`src/rtl/step_atten_pkg.sv`:
```
package step_atten_pkg;

    // Parallel latch control states
    typedef enum logic [1:0] {
        LS_PWRUP = 2'd0,   // reset in progress, power-up code being loaded
        LS_HOLD  = 2'd1,   // latch closed, code held
        LS_TRACK = 2'd2    // latch open, code follows synchronised lines
    } latch_state_e;

endpackage

```
`src/rtl/sa_sync.sv`:
```
module sa_sync #(
    parameter int WIDTH  = 7,
    parameter int STAGES = 2
) (
    input  logic             clk,
    input  logic             rst,
    input  logic [WIDTH-1:0] din,
    output logic [WIDTH-1:0] dout
);
    localparam int LAST = STAGES - 1;

    logic [WIDTH-1:0] stage_q [STAGES];

    // During reset every stage takes the raw value so no stale edge
    // appears when reset is released.
    generate
        for (genvar g = 0; g < STAGES; g++) begin : g_stage
            if (g == 0) begin : g_first
                always_ff @(posedge clk) begin
                    stage_q[g] <= din;
                end
            end else begin : g_rest
                always_ff @(posedge clk) begin
                    if (rst) begin
                        stage_q[g] <= din;
                    end else begin
                        stage_q[g] <= stage_q[g-1];
                    end
                end
            end
        end
    endgenerate

    assign dout = stage_q[LAST];

endmodule

```
`src/rtl/sa_pwrup_decode.sv`:
```
module sa_pwrup_decode #(
    parameter int CODE_W = 5
) (
    input  logic [1:0]        sel,
    output logic [CODE_W-1:0] code
);
    localparam logic [CODE_W-1:0] CODE_ZERO = '0;
    localparam logic [CODE_W-1:0] CODE_MID  = CODE_W'(1) << (CODE_W - 2);
    localparam logic [CODE_W-1:0] CODE_HIGH = CODE_W'(1) << (CODE_W - 1);
    localparam logic [CODE_W-1:0] CODE_MAX  = '1;

    always_comb begin
        unique case (sel)
            2'b00:   code = CODE_ZERO;
            2'b01:   code = CODE_MID;
            2'b10:   code = CODE_HIGH;
            default: code = CODE_MAX;
        endcase
    end

endmodule

```
`src/rtl/sa_latch_fsm.sv`:
```
module sa_latch_fsm
    import step_atten_pkg::*;
#(
    parameter int CODE_W = 5
) (
    input  logic              clk,
    input  logic              rst,
    input  logic              raw_le,
    input  logic              raw_mode,
    input  logic [CODE_W-1:0] raw_ctl,
    input  logic [CODE_W-1:0] pup_code,
    input  logic              le_s,
    input  logic [CODE_W-1:0] ctl_s,
    output logic [CODE_W-1:0] code_q,
    output latch_state_e      state_q
);
    latch_state_e state_d;
    logic         load_en;
    logic         pwr_from_lines;

    // State register
    always_ff @(posedge clk) begin
        if (rst) begin
            state_q <= LS_PWRUP;
        end else begin
            state_q <= state_d;
        end
    end

    // Next state
    always_comb begin
        state_d = state_q;
        unique case (state_q)
            LS_PWRUP: state_d = le_s ? LS_TRACK : LS_HOLD;
            LS_HOLD:  state_d = le_s ? LS_TRACK : LS_HOLD;   // open
            LS_TRACK: state_d = le_s ? LS_TRACK : LS_HOLD;   // capture
            default:  state_d = LS_HOLD;
        endcase
    end

    // Outputs of the machine
    always_comb begin
        load_en = 1'b0;
        unique case (state_d)
            LS_TRACK: load_en = 1'b1;
            LS_HOLD:  load_en = 1'b0;
            LS_PWRUP: load_en = 1'b0;
            default:  load_en = 1'b0;
        endcase
    end

    assign pwr_from_lines = raw_le | raw_mode;

    // Parallel code register
    always_ff @(posedge clk) begin
        if (rst) begin
            code_q <= pwr_from_lines ? raw_ctl : pup_code;
        end else if (load_en) begin
            code_q <= ctl_s;
        end
    end

endmodule

```
`src/rtl/sa_out_mux.sv`:
```
module sa_out_mux #(
    parameter int CODE_W = 5
) (
    input  logic              sel_ser,
    input  logic [CODE_W-1:0] par_code,
    input  logic [CODE_W-1:0] ser_code,
    output logic [CODE_W-1:0] out_code
);
    always_comb begin
        out_code = sel_ser ? ser_code : par_code;
    end

endmodule

```
`src/rtl/step_atten_ctrl.sv`:
```
module step_atten_ctrl
    import step_atten_pkg::*;
#(
    parameter int CODE_W      = 5,
    parameter int SYNC_STAGES = 2
) (
    input  logic              clk,
    input  logic              rst,
    input  logic              mode_ser,
    input  logic              latch_en,
    input  logic [CODE_W-1:0] ctl_lines,
    input  logic [1:0]        pup_sel,
    input  logic [CODE_W-1:0] ser_code,
    output logic [CODE_W-1:0] atten_code
);
    localparam int BUS_W = CODE_W + 2;

    logic [BUS_W-1:0]  raw_bus;
    logic [BUS_W-1:0]  sync_bus;
    logic              mode_sync;
    logic              le_sync;
    logic [CODE_W-1:0] ctl_sync;
    logic [CODE_W-1:0] pup_code;
    logic [CODE_W-1:0] par_code;
    latch_state_e      lat_state;

    assign raw_bus = {mode_ser, latch_en, ctl_lines};
    assign {mode_sync, le_sync, ctl_sync} = sync_bus;

    sa_sync #(.WIDTH(BUS_W), .STAGES(SYNC_STAGES)) u_sync (
        .clk  (clk),
        .rst  (rst),
        .din  (raw_bus),
        .dout (sync_bus)
    );

    sa_pwrup_decode #(.CODE_W(CODE_W)) u_pwrup (
        .sel  (pup_sel),
        .code (pup_code)
    );

    sa_latch_fsm #(.CODE_W(CODE_W)) u_fsm (
        .clk      (clk),
        .rst      (rst),
        .raw_le   (latch_en),
        .raw_mode (mode_ser),
        .raw_ctl  (ctl_lines),
        .pup_code (pup_code),
        .le_s     (le_sync),
        .ctl_s    (ctl_sync),
        .code_q   (par_code),
        .state_q  (lat_state)
    );

    sa_out_mux #(.CODE_W(CODE_W)) u_mux (
        .sel_ser  (mode_sync),
        .par_code (par_code),
        .ser_code (ser_code),
        .out_code (atten_code)
    );

endmodule

```
`config.mk`:
```
export PLATFORM = sky130hd
export DESIGN_NAME = step_atten_ctrl
export DESIGN_NICKNAME = d
export VERILOG_FILES = /design/src/rtl/step_atten_pkg.sv /design/src/rtl/sa_sync.sv /design/src/rtl/sa_pwrup_decode.sv /design/src/rtl/sa_latch_fsm.sv /design/src/rtl/sa_out_mux.sv /design/src/rtl/step_atten_ctrl.sv
export SDC_FILE = /design/constraint.sdc
export NUM_CORES = 1
export LEC_CHECK = 0
export ABC_AREA = 1
export BUFFER_PORTS_ARGS = -buffer_cell sky130_fd_sc_hd__buf_2
export CAP_MARGIN = 20
export CORE_MARGIN = 4
export CORE_UTILIZATION = 39
export CTS_CLUSTER_SIZE = 10
export DETAILED_ROUTE_END_ITERATION = 10
export GPL_TIMING_DRIVEN = 0
export PLACE_DENSITY = 0.58
export SYNTH_ARGS = -nofsm -noshare
export SYNTH_HDL_FRONTEND = slang
export SYNTH_HIERARCHICAL = 1
export SYNTH_SLANG_ARGS = --single-unit
```
`constraint.sdc`:
```
create_clock -name clk -period 1.3 [get_ports clk]
set_input_delay 0.065 -clock clk [delete_from_list [all_inputs] [get_ports clk]]
set_output_delay 0.065 -clock clk [all_outputs]
set_load 0.02 [all_outputs]
```
# [After elaboration in Yosys (flattened, before gate mapping)]
# Memories as Yosys holds them, arrays and structs flattened.
# Cells that the tools add are included.
[op_classes] n_bitwise=2 reduce_logical=4 n_mux=12 eq_ne=5
[ops] operator="5-bit 2-to-1 mux" n=4
[ops] operator="5-bit case mux with 3 select lines" n=1
[ops] operator="7-bit 2-to-1 mux" n=1
[ops] operator="2-bit == test (second input constant)" n=3
[ops] operator="2-bit by 1-bit == test with 1-bit output (second input constant)" n=2
[ops] operator="2-bit logical NOT" n=2
[ops] operator="1-bit 2-to-1 mux" n=4
[ops] operator="2-bit 2-to-1 mux" n=2
[ops] operator="3-bit OR reduction" n=1
[ops] operator="1-bit bitwise OR" n=2
[ops] operator="2-bit nonzero test" n=1
[totals] mem_count=1 elab_cells=26 ram_bits=14 input_bits=16 regBits=7 output_inout_bits=5
[mem_list] memory="u_sync.stage_q" depth=2 width=7 read_ports=2 rd_clocked_by_memory_dff=0 wr=2 line="sa_sync.sv:12" source="logic [WIDTH-1:0] stage_q [STAGES];"

# [Logic depth before layout (Yosys ltp)]
[logic_depth] ltp_word=7 ltp_mapped=7 ltp_nobuf=6

# [By module]
# The synthesis kept the hierarchy.
[modules_own_cells] mod="sa_sync" n_inst=1 area_each_um2=374.1 seq_area_each_um2=280.3 cells_each=37
[modules_own_cells] mod="sa_latch_fsm" n_inst=1 area_each_um2=370.4 seq_area_each_um2=190.2 cells_each=52
[modules_own_cells] mod="sa_out_mux" n_inst=1 area_each_um2=60.1 seq_area_each_um2=0.0 cells_each=16
[modules_own_cells] mod="sa_pwrup_decode" n_inst=1 area_each_um2=30.0 seq_area_each_um2=0.0 cells_each=6

# [Least setup slack after synthesis]
# No wires, ideal clock.
[synth_timing] path_kind="register to register" from="register u_fsm.state_q[0]" to="register u_fsm.code_q[0] (enable)" stages_incl_launch_ff=4 synth_period_minus_slack_ns=0.807 setup_slack_ns=0.493 path_buffers=0 required_time_ns=0.994 arrival_ns=0.502 setup_ns=0.306 path_cell_list="dfxtp_1 nand2_1 nand2_1 nand2_2"
[synth_between] elab_chain_cells=6 elab_cells_between_ends=8 classes_between="eq/ne: 3; mux: 2; reduce/logical: 3"
[synth_rtl] item="from (decl)" line="sa_latch_fsm.sv:15" source="output latch_state_e state_q"
[synth_rtl] item="from (signal assigned)" line="sa_latch_fsm.sv:26" source="state_q <= state_d;"
[synth_rtl] item="2-bit by 1-bit == test with 1-bit output, or another cell as far along" line="sa_latch_fsm.sv:33" source="unique case (state_q)"
[synth_rtl] item="3-bit OR reduction (no source line) *"
[synth_rtl] item="2-bit 2-to-1 mux *"
[synth_rtl] item="2-bit == test *" line="sa_latch_fsm.sv:44" source="unique case (state_d)"
[synth_rtl] item="1-bit 2-to-1 mux *" line="sa_latch_fsm.sv:44"
[synth_rtl] item="2-bit nonzero test (no source line) *"
[synth_rtl] item="to (signal assigned)" line="sa_latch_fsm.sv:57" source="code_q <= pwr_from_lines ? raw_ctl : pup_code;"
[synth_rtl] item="to (signal assigned)" line="sa_latch_fsm.sv:59" source="code_q <= ctl_s;"
[synth_rtl] item="to (decl)" line="sa_latch_fsm.sv:14" source="output logic [CODE_W-1:0] code_q,"
# Every way passes the cells marked *; elsewhere a longest branch is shown, timed or not.
# A chain may end at the register's enable or synchronous reset.

==> impl_metrics.csv <==
group,metric,value,unit
clocking,path_clk_slew,0.11,ns
critical_path,critPathKind,"reg -> out",
job,cap_violations,0,
global_routing,grt_usage,0.122,
clocking,worstSkewPairLatency,0.29,ns
sta,fin_skew,0.00360,ns
logic_synthesis,seq_area_frac_synth,0.564,
placed_design,place_hpwl,1180,um
global_routing,antenna_found_initial,0,
placed_design,place_congestion,0.691,
routing,detail_route.vias_per_cell,4.17,
logic_synthesis,synth.cell_area,835,um^2
sta,rsz0062_at_grt,"no",
layout,layout_commonest_cell,"nand2_1",
die,rows,16,
clocking,cts_root_buffer,"clkbuf_4",
power_and_ir_drop,leakage,0.595,nW
die,die_area,2940,um^2
critical_path,worstPathArrival,1.10,ns
critical_path,worstReg2RegEnd,"u_fsm/code_q[0]$_DFFE_PP_",
routing,via_count,705,
clocking,clk_path_buf_depth,2,
critical_path,reg2reg_from,"u_fsm/state_q[0]$_SDFF_PP0_",
sta,min_period,1.16,ns
layout,antenna_cells,0,
layout,mostFrequentLayoutCells,"nand2_1, buf_2, dfxtp_1",
routing,wl_per_cell,9.40,um
sta,hold_violations,0,
layout,fin_nets,159,
hold_path,hold_class,"in -> reg",
die,start_util,0.417,
hold_path,hold_path_end,"u_fsm/state_q[1]$_SDFF_PP0_",
status,outcome,"finished, final reports clean",
die,dieWidth,54.3,um
critical_path,crit_path_end_kind,"output pin",
sta,post-route-period-util,0.893,
hold_path,worstHoldPathCells,2,
sta,setup_violations,0,
sta,holdWs,0.0533,ns
power_and_ir_drop,power,0.00124,W
hold_path,min_from,"rst",
critical_path,critPathLaunchType,"flip-flop",
die,fp.coreArea,2000,um^2
layout,drive_gt1_frac,0.239,
logic_synthesis,syn_nets,127,
clocking,cts_sinks,21,
sta,setup_tns,0,ns
power_and_ir_drop,peakVddDrop,0.643,mV
critical_path,crit_required,1.24,ns
routing,first_pass_iters,3,
routing,first_iter_violations,6,
logic_synthesis,yosys.area.top_type,"dfxtp_1",
sta,maxSlewViolCount,0,
sta,worst_slew_pin_slew,0.211,ns
logic_synthesis,ys_warn_count,6,
routing,detail-route-antenna-nets,0,
placed_design,portBuffers,20,
sta,max_freq,0.861,GHz
logic_synthesis,ys_types,12,
logic_synthesis,syn_avg_cell_area,7.52,um^2
logic_synthesis,netlist.area_leader.share,0.384,
layout,area_delta_synth_final,27.6,%
clocking,cts_buffers,3,
logic_synthesis,synthTopCellsByArea,"dfxtp_1, nand2_1, edfxtp_1, inv_1, nand3_1",
routing,routed_wirelength,1590,um
global_routing,grt_pass1_wl,2530,um
power_and_ir_drop,p_per_area,1170,nW/um^2
logic_synthesis,synth_seq_cells,21,
critical_path,reg2regPathDepth,3,
layout,final.fill_count,206,
clocking,cts_tree,"built",
routing,drc_errors,0,
clocking,h-tree-depth,1,
global_routing,grt_overflow,0,
critical_path,crit_fanout,6,
die,ios,21,
sta,slew_headroom,0.859,
clocking,cts_setup_buffers,0,
global_routing,grt_max_degree,12,
global_routing,grt_pass1_vias,612,
logic_synthesis,syn_inst,111,
die,die_y,54.3,um
critical_path,rrSetupSlack,0.44,ns
## timing repair
| action | in CTS | in global routing |
|---|---|---|
| gates resized for setup | 0 | 0 |
| hold buffers | 7 | 0 |
| hold endpoints to repair | 12 | 0 |
## through the flow
step	std cells	worst slack, ns	instance area [um^2]	utilization
floorplan	111	0.493	835	-
global placement	158	0.413	968	0.484
detailed placement	158	0.400	968	0.484
CTS	169	0.123	1060	0.532
global route	169	0.0567	1060	0.532
finish	169	0.138	1060	0.532
## how the worst max path moves through the flow
stage,endpoint,start
4_1_cts,atten_code[4],u_sync/stage_q[1][6]$_DFF_P_
2_1_floorplan,u_fsm/code_q[0]$_DFFE_PP_,u_fsm/state_q[0]$_SDFF_PP0_
3_5_place_dp,u_fsm/code_q[2]$_DFFE_PP_,pup_sel[0]
5_1_grt,atten_code[3],u_sync/stage_q[1][6]$_DFF_P_
6_report,atten_code[4],u_sync/stage_q[1][6]$_DFF_P_
3_3_place_gp,u_fsm/code_q[1]$_DFFE_PP_,pup_sel[0]
## routing by layer
layer	track usage	vias to the layer above	part of all wire
met4	0.0747	0	0.023
met3	0.0245	4	0.052
met5	0	-	0
li1	-	384	-
met1	0.147	300	0.45
met2	0.199	17	0.47
## synth_stat cells
| master | n |
|---|---|
| nor2_1 | 1 |
| buf_6 | 1 |
| edfxtp_1 | 5 |
| buf_4 | 2 |
| clkbuf_1 | 2 |
| inv_1 | 11 |
| nand3_1 | 5 |
| nand2_1 | 60 |
| dfxtp_1 | 16 |
| nand2_2 | 1 |
| nor2_2 | 1 |
| inv_2 | 6 |
## state kept, by name (all words and copies together) (netlist names)
| name | count |
|---|---|
| u_fsm/code_q | 5 |
| u_fsm/state_q | 2 |
| u_sync/stage_q | 14 |
## power breakdown
group | internal (W) | switching [W] | total, W
Clock | 0.000119 | 0.000185 | 0.000304
Sequential | 0.000723 | 0.0000162 | 0.000739
Combinational | 0.0000853 | 0.000116 | 0.000201
## layout make-up
type,instances,area [um^2],area share
buffer,5,33.8,0.0317
clock buffer,4,26.3,0.0247
inverter,17,63.8,0.0599
multi-input combinational,68,267,0.250
sequential,21,470,0.442
tap,27,33.8,0.0317
timing repair buffer,27,170,0.160
## cells by family (layout without fill, tap and decap cells)
logic type             after synthesis  in the layout  share of synthesized area
DFF                                 21             21                      0.564
buffers and inverters               22             53                      0.117
and+or+nand+nor                     68             68                      0.319
## critical path: stages, from the launching register on
cell and delay, ns:
dfxtp_1 0.45, inv_2 0.09, nand2_1 0.07, nand2_1 0.05, buf_2 0.15
Note: power is estimated with default switching activity, not from simulation.
